[config.mk]
export PLATFORM = sky130hd
export DESIGN_NAME = blk_buf_mgr
export DESIGN_NICKNAME = d
export VERILOG_FILES = /design/src/rtl/bbm_pkg.sv /design/src/rtl/bbm_free_list.sv /design/src/rtl/bbm_port_ctr.sv /design/src/rtl/bbm_rr_arb.sv /design/src/rtl/blk_buf_mgr.sv
export SDC_FILE = /design/constraint.sdc
export NUM_CORES = 1
export LEC_CHECK = 0
export BUFFER_PORTS_ARGS = -buffer_cell sky130_fd_sc_hd__buf_2
export CAP_MARGIN = 15
export CORE_MARGIN = 3
export CORE_UTILIZATION = 40
export CTS_CLUSTER_SIZE = 12
export DETAILED_ROUTE_END_ITERATION = 16
export GPL_TIMING_DRIVEN = 1
export SKIP_LAST_GASP = 1
export SLEW_MARGIN = 20
export SYNTH_ARGS = -nofsm -noshare
export SYNTH_HDL_FRONTEND = slang
export SYNTH_SLANG_ARGS = --single-unit
[constraint.sdc]
create_clock -name clk -period 17.38 [get_ports clk]
set_clock_uncertainty 0.05 [all_clocks]
set_input_delay 2.607 -clock clk [delete_from_list [all_inputs] [get_ports clk]]
set_output_delay 2.607 -clock clk [all_outputs]
set_load 0.02 [all_outputs]
[src/rtl/bbm_pkg.sv]
package bbm_pkg;
   function automatic int ceil_div(input int num, input int den);
      return (num + den - 1) / den;
   endfunction
endpackage

[src/rtl/bbm_free_list.sv]
module bbm_free_list #(
   parameter int N  = 64,
   parameter int HW = 6,
   parameter int CW = 7
) (
   input  logic          clk,
   input  logic          rst_n,
   input  logic          pop,
   input  logic          push,
   input  logic [HW-1:0] push_handle,
   output logic          busy,
   output logic [HW-1:0] head,
   output logic [CW-1:0] count
);
   logic [HW-1:0] link_mem [N];
   logic [HW-1:0] build_idx;
   logic [HW-1:0] tail;

   always_ff @(posedge clk or negedge rst_n) begin
      if (!rst_n) begin
         busy      <= 1'b1;
         build_idx <= '0;
         head      <= '0;
         tail      <= '0;
         count     <= '0;
      end else if (busy) begin
         build_idx <= build_idx + 1'b1;
         if (build_idx == HW'(N - 1)) begin
            busy  <= 1'b0;
            head  <= '0;
            tail  <= HW'(N - 1);
            count <= CW'(N);
         end
      end else begin
         count <= count + CW'(push) - CW'(pop);
         if (push && (count == '0 || (count == CW'(1) && pop)))
            head <= push_handle;
         else if (pop)
            head <= link_mem[head];
         if (push)
            tail <= push_handle;
      end
   end

   always_ff @(posedge clk) begin
      if (busy)
         link_mem[build_idx] <= build_idx + 1'b1;
      else if (push)
         link_mem[tail] <= push_handle;
   end

   p_pop_nonempty_r9: assert property (@(posedge clk) disable iff (!rst_n)
      pop |-> (count != '0 && !busy)) else $error("pop from empty list");
   p_count_bound_r5: assert property (@(posedge clk) disable iff (!rst_n)
      count <= CW'(N)) else $error("free count above capacity");
   p_empty_while_busy_r1: assert property (@(posedge clk) disable iff (!rst_n)
      busy |-> count == '0) else $error("count nonzero during build");
endmodule

[src/rtl/bbm_port_ctr.sv]
module bbm_port_ctr #(
   parameter int CW      = 7,
   parameter int LIM_STD = 12,
   parameter int LIM_JMB = 32,
   parameter int HYST    = 2
) (
   input  logic          clk,
   input  logic          rst_n,
   input  logic          inc,
   input  logic          dec,
   input  logic          jumbo,
   input  logic          req_seen,
   output logic [CW-1:0] usage,
   output logic          at_limit,
   output logic          fc
);
   logic [CW-1:0] lim;

   assign lim      = jumbo ? CW'(LIM_JMB) : CW'(LIM_STD);
   assign at_limit = usage >= lim;

   always_ff @(posedge clk or negedge rst_n) begin
      if (!rst_n) begin
         usage <= '0;
         fc    <= 1'b0;
      end else begin
         usage <= usage + CW'(inc) - CW'(dec);
         if (req_seen && at_limit)
            fc <= 1'b1;
         else if (int'(usage) + HYST < int'(lim))
            fc <= 1'b0;
      end
   end

   p_inc_below_lim_r6: assert property (@(posedge clk) disable iff (!rst_n)
      inc |-> usage < lim) else $error("grant beyond ceiling");
   p_fc_cause_r7: assert property (@(posedge clk) disable iff (!rst_n)
      $rose(fc) |-> $past(req_seen && at_limit)) else $error("fc rose without cause");
   p_fc_hold_r7: assert property (@(posedge clk) disable iff (!rst_n)
      (fc && int'(usage) + HYST >= int'(lim)) |=> fc) else $error("fc dropped early");
endmodule

[src/rtl/bbm_rr_arb.sv]
module bbm_rr_arb #(
   parameter int P  = 4,
   parameter int PW = 2
) (
   input  logic         clk,
   input  logic         rst_n,
   input  logic [P-1:0] elig,
   output logic [P-1:0] grant
);
   logic [PW-1:0] rr_ptr;
   logic [PW-1:0] sel;
   logic [PW-1:0] idx;
   logic          found;

   always_comb begin
      grant = '0;
      found = 1'b0;
      sel   = '0;
      idx   = '0;
      for (int k = 0; k < P; k++) begin
         idx = PW'((int'(rr_ptr) + k) % P);
         if (!found && elig[idx]) begin
            grant[idx] = 1'b1;
            found      = 1'b1;
            sel        = idx;
         end
      end
   end

   always_ff @(posedge clk or negedge rst_n) begin
      if (!rst_n)
         rr_ptr <= '0;
      else if (found)
         rr_ptr <= (sel == PW'(P - 1)) ? '0 : sel + 1'b1;
   end

   p_onehot_r4: assert property (@(posedge clk) disable iff (!rst_n)
      $onehot0(grant)) else $error("multiple grants");
   p_grant_elig_r4: assert property (@(posedge clk) disable iff (!rst_n)
      (grant & ~elig) == '0) else $error("grant to ineligible port");
endmodule

[src/rtl/blk_buf_mgr.sv]
module blk_buf_mgr #(
   parameter int NUM_PORTS         = 4,
   parameter int NUM_BLOCKS        = 64,
   parameter int BLOCK_BYTES       = 128,
   parameter int STD_FRAME_BYTES   = 1522,
   parameter int JUMBO_FRAME_BYTES = 4096,
   parameter int FRAMES_PER_PORT   = 1,
   parameter int RESERVE_BLOCKS    = 4,
   parameter int FC_HYST           = 2,
   localparam int HW      = $clog2(NUM_BLOCKS),
   localparam int CW      = $clog2(NUM_BLOCKS + 1),
   localparam int PW      = $clog2(NUM_PORTS)
) (
   input  logic                    clk,
   input  logic                    rst_n,
   input  logic [NUM_PORTS-1:0]    req_i,
   input  logic [NUM_PORTS-1:0]    jumbo_en_i,
   input  logic                    rel_valid_i,
   input  logic [PW-1:0]           rel_port_i,
   input  logic [HW-1:0]           rel_handle_i,
   output logic [NUM_PORTS-1:0]    gnt_o,
   output logic [HW-1:0]           gnt_handle_o,
   output logic                    init_busy_o,
   output logic [CW-1:0]           free_count_o,
   output logic [NUM_PORTS*CW-1:0] usage_o,
   output logic [NUM_PORTS-1:0]    fc_o
);
   import bbm_pkg::*;

   localparam int LIM_STD = FRAMES_PER_PORT * ceil_div(STD_FRAME_BYTES, BLOCK_BYTES);
   localparam int LIM_JMB = FRAMES_PER_PORT * ceil_div(JUMBO_FRAME_BYTES, BLOCK_BYTES);

   initial begin
      a_cfg_ports: assert (NUM_PORTS >= 2) else $error("need two or more ports");
      a_cfg_blocks: assert (NUM_BLOCKS >= 2 && LIM_JMB <= NUM_BLOCKS)
         else $error("jumbo ceiling exceeds memory");
      a_cfg_rsv: assert (RESERVE_BLOCKS * NUM_PORTS <= NUM_BLOCKS && RESERVE_BLOCKS <= LIM_STD)
         else $error("reservations exceed memory");
      a_cfg_hyst: assert (FC_HYST < LIM_STD) else $error("hysteresis too large");
   end

   logic                 busy;
   logic [HW-1:0]        head;
   logic [CW-1:0]        count;
   logic [NUM_PORTS-1:0] elig;
   logic [NUM_PORTS-1:0] grant;
   logic [NUM_PORTS-1:0] at_lim;
   logic [CW-1:0]        usage [NUM_PORTS];
   logic                 alloc;
   logic                 rel_ok;
   int                   unused_rsv [NUM_PORTS];
   int                   total_unused;
   int                   used_sum;

   assign alloc  = |grant;
   assign rel_ok = rel_valid_i && !busy;

   bbm_free_list #(.N(NUM_BLOCKS), .HW(HW), .CW(CW)) u_list (
      .clk(clk), .rst_n(rst_n), .pop(alloc), .push(rel_ok),
      .push_handle(rel_handle_i), .busy(busy), .head(head), .count(count)
   );

   always_comb begin
      total_unused = 0;
      for (int p = 0; p < NUM_PORTS; p++) begin
         unused_rsv[p] = (int'(usage[p]) < RESERVE_BLOCKS) ?
                         RESERVE_BLOCKS - int'(usage[p]) : 0;
         total_unused  = total_unused + unused_rsv[p];
      end
      for (int p = 0; p < NUM_PORTS; p++)
         elig[p] = req_i[p] && !busy && !at_lim[p] && (count != '0) &&
                   (int'(count) - 1 >= total_unused - unused_rsv[p]);
   end

   bbm_rr_arb #(.P(NUM_PORTS), .PW(PW)) u_arb (
      .clk(clk), .rst_n(rst_n), .elig(elig), .grant(grant)
   );

   for (genvar p = 0; p < NUM_PORTS; p++) begin : g_port
      bbm_port_ctr #(.CW(CW), .LIM_STD(LIM_STD), .LIM_JMB(LIM_JMB), .HYST(FC_HYST)) u_ctr (
         .clk(clk), .rst_n(rst_n), .inc(grant[p]),
         .dec(rel_ok && rel_port_i == PW'(p)), .jumbo(jumbo_en_i[p]),
         .req_seen(req_i[p] && !busy), .usage(usage[p]),
         .at_limit(at_lim[p]), .fc(fc_o[p])
      );
      assign usage_o[p*CW +: CW] = usage[p];
   end

   always_ff @(posedge clk or negedge rst_n) begin
      if (!rst_n) begin
         gnt_o        <= '0;
         gnt_handle_o <= '0;
      end else begin
         gnt_o        <= grant;
         gnt_handle_o <= alloc ? head : '0;
      end
   end

   assign init_busy_o  = busy;
   assign free_count_o = count;

   always_comb begin
      used_sum = 0;
      for (int p = 0; p < NUM_PORTS; p++)
         used_sum = used_sum + int'(usage[p]);
   end

   p_conserve_r5: assert property (@(posedge clk) disable iff (!rst_n)
      !busy |-> used_sum + int'(count) == NUM_BLOCKS) else $error("blocks lost");
   p_rsv_kept_r8: assert property (@(posedge clk) disable iff (!rst_n)
      !busy |-> int'(count) >= total_unused) else $error("reservation consumed");
   p_no_grant_busy_r1: assert property (@(posedge clk) disable iff (!rst_n)
      busy |=> gnt_o == '0) else $error("grant during build");
endmodule

==> flow_metrics.py, run 1 <==
metrics = {
    "sta": {
        "setup_viol": 0,
        "rsz0062_at_grt": "no",
        "timing.final.max_slew_violations": 0,
        "worstMarginPinSlew_ps": 1140,
        "hold_viol_final": 0,
        "relSlewSlack_pct": 24.0,
        "timing.final.crit_share_pct": 80.6,
        "clock.fmax_mhz": 71.4,
        "tns_ps": 0,
        "fin_crit_ps": 14010,
    },
    "synthesis": {
        "synth_warnings": 0,
        "synth_seq_cells": 454,
        "synthesis.area_um2": 30100,
        "ys_seq_area_share_pct": 44.1,
        "ys.flop_type": "edfxtp_1",
        "synth_commonest_cells": "edfxtp_1 (384), ha_1 (376), nand2_1 (203), nor2_1 (181), inv_1 (175)",
        "synth_cells": 2525,
        "syn_area_per_cell_um2": 11.9,
        "synth_cell_types": 86,
        "yosys.area.top_type_share_pct": 38.3,
        "synth-edff-count": 384,
        "synth.most_common_cell": "edfxtp_1",
        "synth_top_area_cell": "edfxtp_1",
        "netlist_top_cells_area": "edfxtp_1 (38%), ha_1 (16%), mux4_2 (9.6%)",
        "async_flop_share_pct": 15.4,
    },
    "die": {
        "dieHeight_um": 281,
        "core-area_um2": 74600,
        "fp-row-count": 100,
        "initial_core_util_pct": 40.4,
        "ioPinCount": 69,
        "die_x_um": 281,
        "die-area_um2": 78700,
    },
    "routing": {
        "routed_wl_um": 76200,
        "drtPass1Iterations": 5,
        "drc_errors": 0,
        "via_per_inst": 5.70,
        "wl_per_cell_um": 21.0,
        "vias": 20700,
        "drtIter0Drc": 1307,
        "ant_nets": 0,
    },
    "global_route": {
        "grt_first_pass_wirelength_um": 120000,
        "grt_max_degree": 75,
        "grt_usage_pct": 19.5,
        "grt_overflow": 0,
        "grt_pass1_vias": 21000,
        "grt_antenna_before_repair": 3,
    },
    "clocking": {
        "cts_root_buffer": "clkbuf_16",
        "cts_made_buffers": 46,
        "cts_max_level": 2,
        "clk_pin_slew_ps": 60,
        "ctsHoldBuffers": 0,
        "numClockSinks": 454,
        "cts_tree": "built",
        "clockBufferDepth": 3,
        "ctsResizeCount": 0,
        "cts_setup_buffers": 0,
        "clock_latency_ps": 580,
    },
    "worst_setup_path": {
        "arrival_ps": 14460,
        "cp_max_fo": 8,
        "slowest_delay_ps": 630,
        "required_ps": 17830,
        "worstRegToRegCells": 59,
        "critPathKind": "flip-flop to flip-flop",
        "cp-start-kind": "flip-flop",
        "worstSetupEndpointType": "flip-flop",
        "cp_slowest_cell": "fa_1",
        "cpMostUsedCell": "ha_1",
    },
    "placed_design": {
        "place.gp.congestion": 0.898,
        "dp_hpwl_um": 56700,
        "io_buffers": 68,
    },
    "status": {
        "status": "complete, no violations",
    },
    "run": {
        "cap_violations": 0,
    },
    "hold_path": {
        "whs_path_depth": 2,
        "hold_class": "flip-flop to flip-flop",
    },
    "finish": {
        "nNetsFinal": 3045,
        "drive_gt1_share_pct": 12.4,
        "area_delta_synth_final_pct": 10.3,
    },
}
cell type report:
cell class / instances / area, µm²
clock inverter: 10 / 166
fill: 6781 / 41300
inverter: 177 / 664
clock buffer: 72 / 1290
antenna: 2 / 5.00
multi-input combinational: 1847 / 16100
timing repair buffer: 94 / 562
sequential: 454 / 13300
tap: 969 / 1210
through the flow:
stage	instances	util (%)	hold slack, ps	setup slack, ps	area, µm²
6_report	3625	44.6	420	3370	33200
5_1_grt	3624	44.6	468	1970	33200
4_1_cts	3623	44.6	429	3470	33200
3_5_place_dp	3541	42.6	416	3460	31800
3_3_place_gp	3539	42.6	418	3010	31700
2_1_floorplan	2531	-	399	5080	30200
flip-flops by register name (all words and copies together) (netlist names), 2 cells and up:
name	count
gnt_o	4
u_list.tail	6
u_list.head	6
u_list.link_mem	384
u_list.count	7
gnt_handle_o	6
g_port.u_ctr.fc	4
g_port.u_ctr.usage	28
u_list.build_idx	6
u_arb.rr_ptr	2
worst max-delay path, delay by kind of cell (launching register included):
family                   cells  cell delay, ps
multiplexers                 1             400
AO/OA/AOI/OAI               24            5180
flip-flops                   1             480
XOR/XNOR                     2             290
buffers and inverters        6             480
AND/OR/NAND/NOR             15            3410
adder cells (fa/ha/maj)     11            3640
path summary, 6_finish.rpt:
path	slack [ps]	to	start
min in group asynchronous	1880	u_list.count[4]$_DFFE_PN0N_	rst_n
worst max-delay path	3370	u_list.count[6]$_DFFE_PN0N_	g_port[2].u_ctr.usage[3]$_DFF_PN0_
max in group asynchronous	14300	u_list.head[1]$_DFFE_PN0P_	rst_n
worst max register to register	3370	u_list.count[6]$_DFFE_PN0N_	g_port[2].u_ctr.usage[3]$_DFF_PN0_
worst min-delay path	420	g_port[2].u_ctr.fc$_DFFE_PN0P_	g_port[2].u_ctr.fc$_DFFE_PN0P_
worst min register to register	420	g_port[2].u_ctr.fc$_DFFE_PN0P_	g_port[2].u_ctr.fc$_DFFE_PN0P_
per-layer routing:
layer / GRT usage, % / routed length, µm / up-vias
li1: - / - / 9646
met1: 25.9 / 33000 / 10400
met2: 34.1 / 37900 / 496
met3: 2.28 / 3550 / 119
met4: 4.62 / 1750 / 2
met5: 0 / 13 / -
layout by cell type, fill, tap and decap left out, types with 13 or more instances in the layout:
master       n
a31oi_1     16
nor2_1     181
a211oi_1    13
clkbuf_16   46
dfrtp_1     67
and3_1      17
a21oi_1    143
nor3_1      36
nor2b_1     25
ha_1       376
nand3_1     64
buf_4       25
nand2_1    201
mux4_2     128
nand2b_1    29
buf_2       67
a21o_1      41
xnor2_1     95
edfxtp_1   384
or2_2       16
o21ai_0     78
inv_1      175
clkbuf_1    22
o21bai_1    18
or3_1       16
xor2_1      85
nand4_1     32
o21a_1      14
and2_1      15
fa_1        30
cell families (layout without fill, tap and decap cells):
group | count (synthesis) | count (layout) | share of synthesized area [%]
and+or+nand+nor | 674 | 674 | 10.7
xor gates and xnor gates | 180 | 180 | 5.23
other | 2 | 10 | 0.0249
buffers and inverters | 230 | 353 | 2.94
muxes | 144 | 144 | 10.1
AOI/OAI and AO/OA | 435 | 435 | 9.33
adders and majority gates | 406 | 406 | 17.6
DFF | 454 | 454 | 44.1
Power of run 1 is left out: the tool's default activity adds up to more than one toggle a clock period on the data nets, which glitch-free logic cannot reach.
==> inputs of run 2 (changes only) <==
==> constraint.sdc (replaced) <==
create_clock -name clk -period 13 [get_ports clk]
set_clock_uncertainty 0.05 [all_clocks]
set_input_delay 1.95 -clock clk [delete_from_list [all_inputs] [get_ports clk]]
set_output_delay 1.95 -clock clk [all_outputs]
set_load 0.02 [all_outputs]
==> flow_metrics.py, run 2 (synthesis gave the netlist of run 1 again) <==
metrics = {
    "status": {
        "status": "complete, no violations",
    },
    "worst_setup_path": {
        "crit_family": "compound AO/OA/AOI/OAI gates",
        "cp_slowest_cell": "fa_2",
        "worstRegToRegCells": 57,
        "slowest_delay_ps": 630,
        "required_ps": 13490,
        "cp_max_fo": 8,
        "worstSetupEndpointType": "flip-flop",
        "arrival_ps": 13010,
        "timing.critical_path.buf_inv": 6,
        "path_depth": 57,
        "critPathKind": "flip-flop to flip-flop",
        "cp-start-kind": "flip-flop",
        "cpMostUsedCell": "ha_1",
    },
    "finish": {
        "multi_input_area_um2": 16400,
        "regArea_um2": 13300,
        "num_antenna_cells": 0,
        "mostFrequentLayoutCells": "edfxtp_1 (384), ha_1 (375), nand2_1 (200)",
        "largest_reg_flops": 384,
        "nFillCells": 6761,
        "regMostFlops": "u_list.link_mem",
        "nNetsFinal": 3079,
        "final_common_cell": "edfxtp_1",
        "fin_cells": 3651,
        "area_delta_synth_final_pct": 11.9,
        "drive_gt1_share_pct": 15.6,
        "top_regs": "u_list.link_mem x384, g_port.u_ctr.usage x28, u_list.count x7",
    },
    "sta": {
        "hold_viol_final": 0,
        "fin_crit_ps": 12530,
        "timing.final.max_slew_violations": 0,
        "tns_ps": 0,
        "relSlewSlack_pct": 31.2,
        "clock.fmax_mhz": 79.8,
        "worstMarginPinSlew_ps": 1020,
        "setup_viol": 0,
        "timing.final.crit_share_pct": 96.4,
    },
    "global_route": {
        "grt_pass1_vias": 21100,
        "grt_overflow": 0,
        "grt_max_degree": 65,
        "grt_first_pass_wirelength_um": 119000,
        "grt_usage_pct": 19.3,
        "grt_antenna_before_repair": 1,
    },
    "routing": {
        "drc_errors": 0,
        "drtPass1Iterations": 5,
        "via_per_inst": 5.68,
        "routed_wl_um": 76600,
        "ant_nets": 0,
        "vias": 20700,
        "drtIter0Drc": 1335,
        "wl_per_cell_um": 21.0,
    },
    "die": {
        "die-area_um2": 78700,
        "die_x_um": 281,
        "ioPinCount": 69,
        "fp-row-count": 100,
        "initial_core_util_pct": 40.4,
        "core-area_um2": 74600,
        "dieHeight_um": 281,
    },
    "placed_design": {
        "io_buffers": 68,
        "dp_hpwl_um": 57100,
        "place.gp.congestion": 0.892,
        "placedCellCount": 3560,
    },
    "clocking": {
        "clockBufferDepth": 3,
        "cts_max_level": 2,
        "ctsHoldBuffers": 0,
        "clk_pin_slew_ps": 60,
        "cts_root_buffer": "clkbuf_16",
        "numClockSinks": 454,
        "cts_made_buffers": 47,
        "cts_tree": "built",
        "clock_latency_ps": 620,
    },
    "hold_path": {
        "hold_class": "flip-flop to flip-flop",
        "whs_path_depth": 2,
    },
    "run": {
        "cap_violations": 0,
    },
}
run 2: layout make-up:
| type | count | share of cell area [%] |
|---|---|---|
| Multi-Input combinational cell | 1847 | 48.5 |
| Timing Repair Buffer | 127 | 2.33 |
| Sequential cell | 454 | 39.4 |
| Clock buffer | 64 | 3.68 |
| Inverter | 177 | 1.97 |
| Tap cell | 969 | 3.60 |
| Clock inverter | 13 | 0.453 |
run 2: worst paths after layout:
kind,from,to,slack (ps)
min reg2reg,g_port[2].u_ctr.fc$_DFFE_PN0P_,g_port[2].u_ctr.fc$_DFFE_PN0P_,440
min in group asynchronous,rst_n,g_port[2].u_ctr.usage[5]$_DFF_PN0_,1140
max reg2reg,g_port[2].u_ctr.usage[2]$_DFF_PN0_,u_list.count[6]$_DFFE_PN0N_,470
max in group asynchronous,rst_n,u_list.head[1]$_DFFE_PN0P_,10500
max,g_port[2].u_ctr.usage[2]$_DFF_PN0_,u_list.count[6]$_DFFE_PN0N_,470
min,g_port[2].u_ctr.fc$_DFFE_PN0P_,g_port[2].u_ctr.fc$_DFFE_PN0P_,440
run 2: worst min-delay path, stage by stage, from the launching register on:
cell,delay [ps]
dfrtp_1,350
nand2_1,50
o21ai_0,60
run 2: repair_timing:
item	CTS	global route
endpoints found under the setup margin	1	25
endpoints found under the hold margin	0	0
pin swaps	1	13
gates resized for setup	1	69
setup buffers	1	13
gates cloned	0	0
run 2: per-layer routing:
layer | track usage (%) | vias to the layer above | wire (µm)
met5 | 0 | - | 0
met4 | 4.86 | 0 | 1900
met3 | 2.55 | 111 | 3630
met2 | 34.6 | 513 | 38600
met1 | 24.8 | 10400 | 32500
li1 | - | 9695 | -
run 2: stage by stage:
| step | setup slack (ps) | util, % | hold slack (ps) | instance area, µm² |
|---|---|---|---|---|
| finish | 471 | 45.2 | 438 | 33700 |
| global route | -119 | 45.2 | 469 | 33700 |
| CTS | 24.4 | 44.7 | 438 | 33300 |
| detailed placement | -76.9 | 42.8 | 424 | 31900 |
| global placement | 293 | 42.8 | 418 | 31900 |
| floorplan | 705 | - | 399 | 30200 |
Power of run 2 is left out for the same reason.
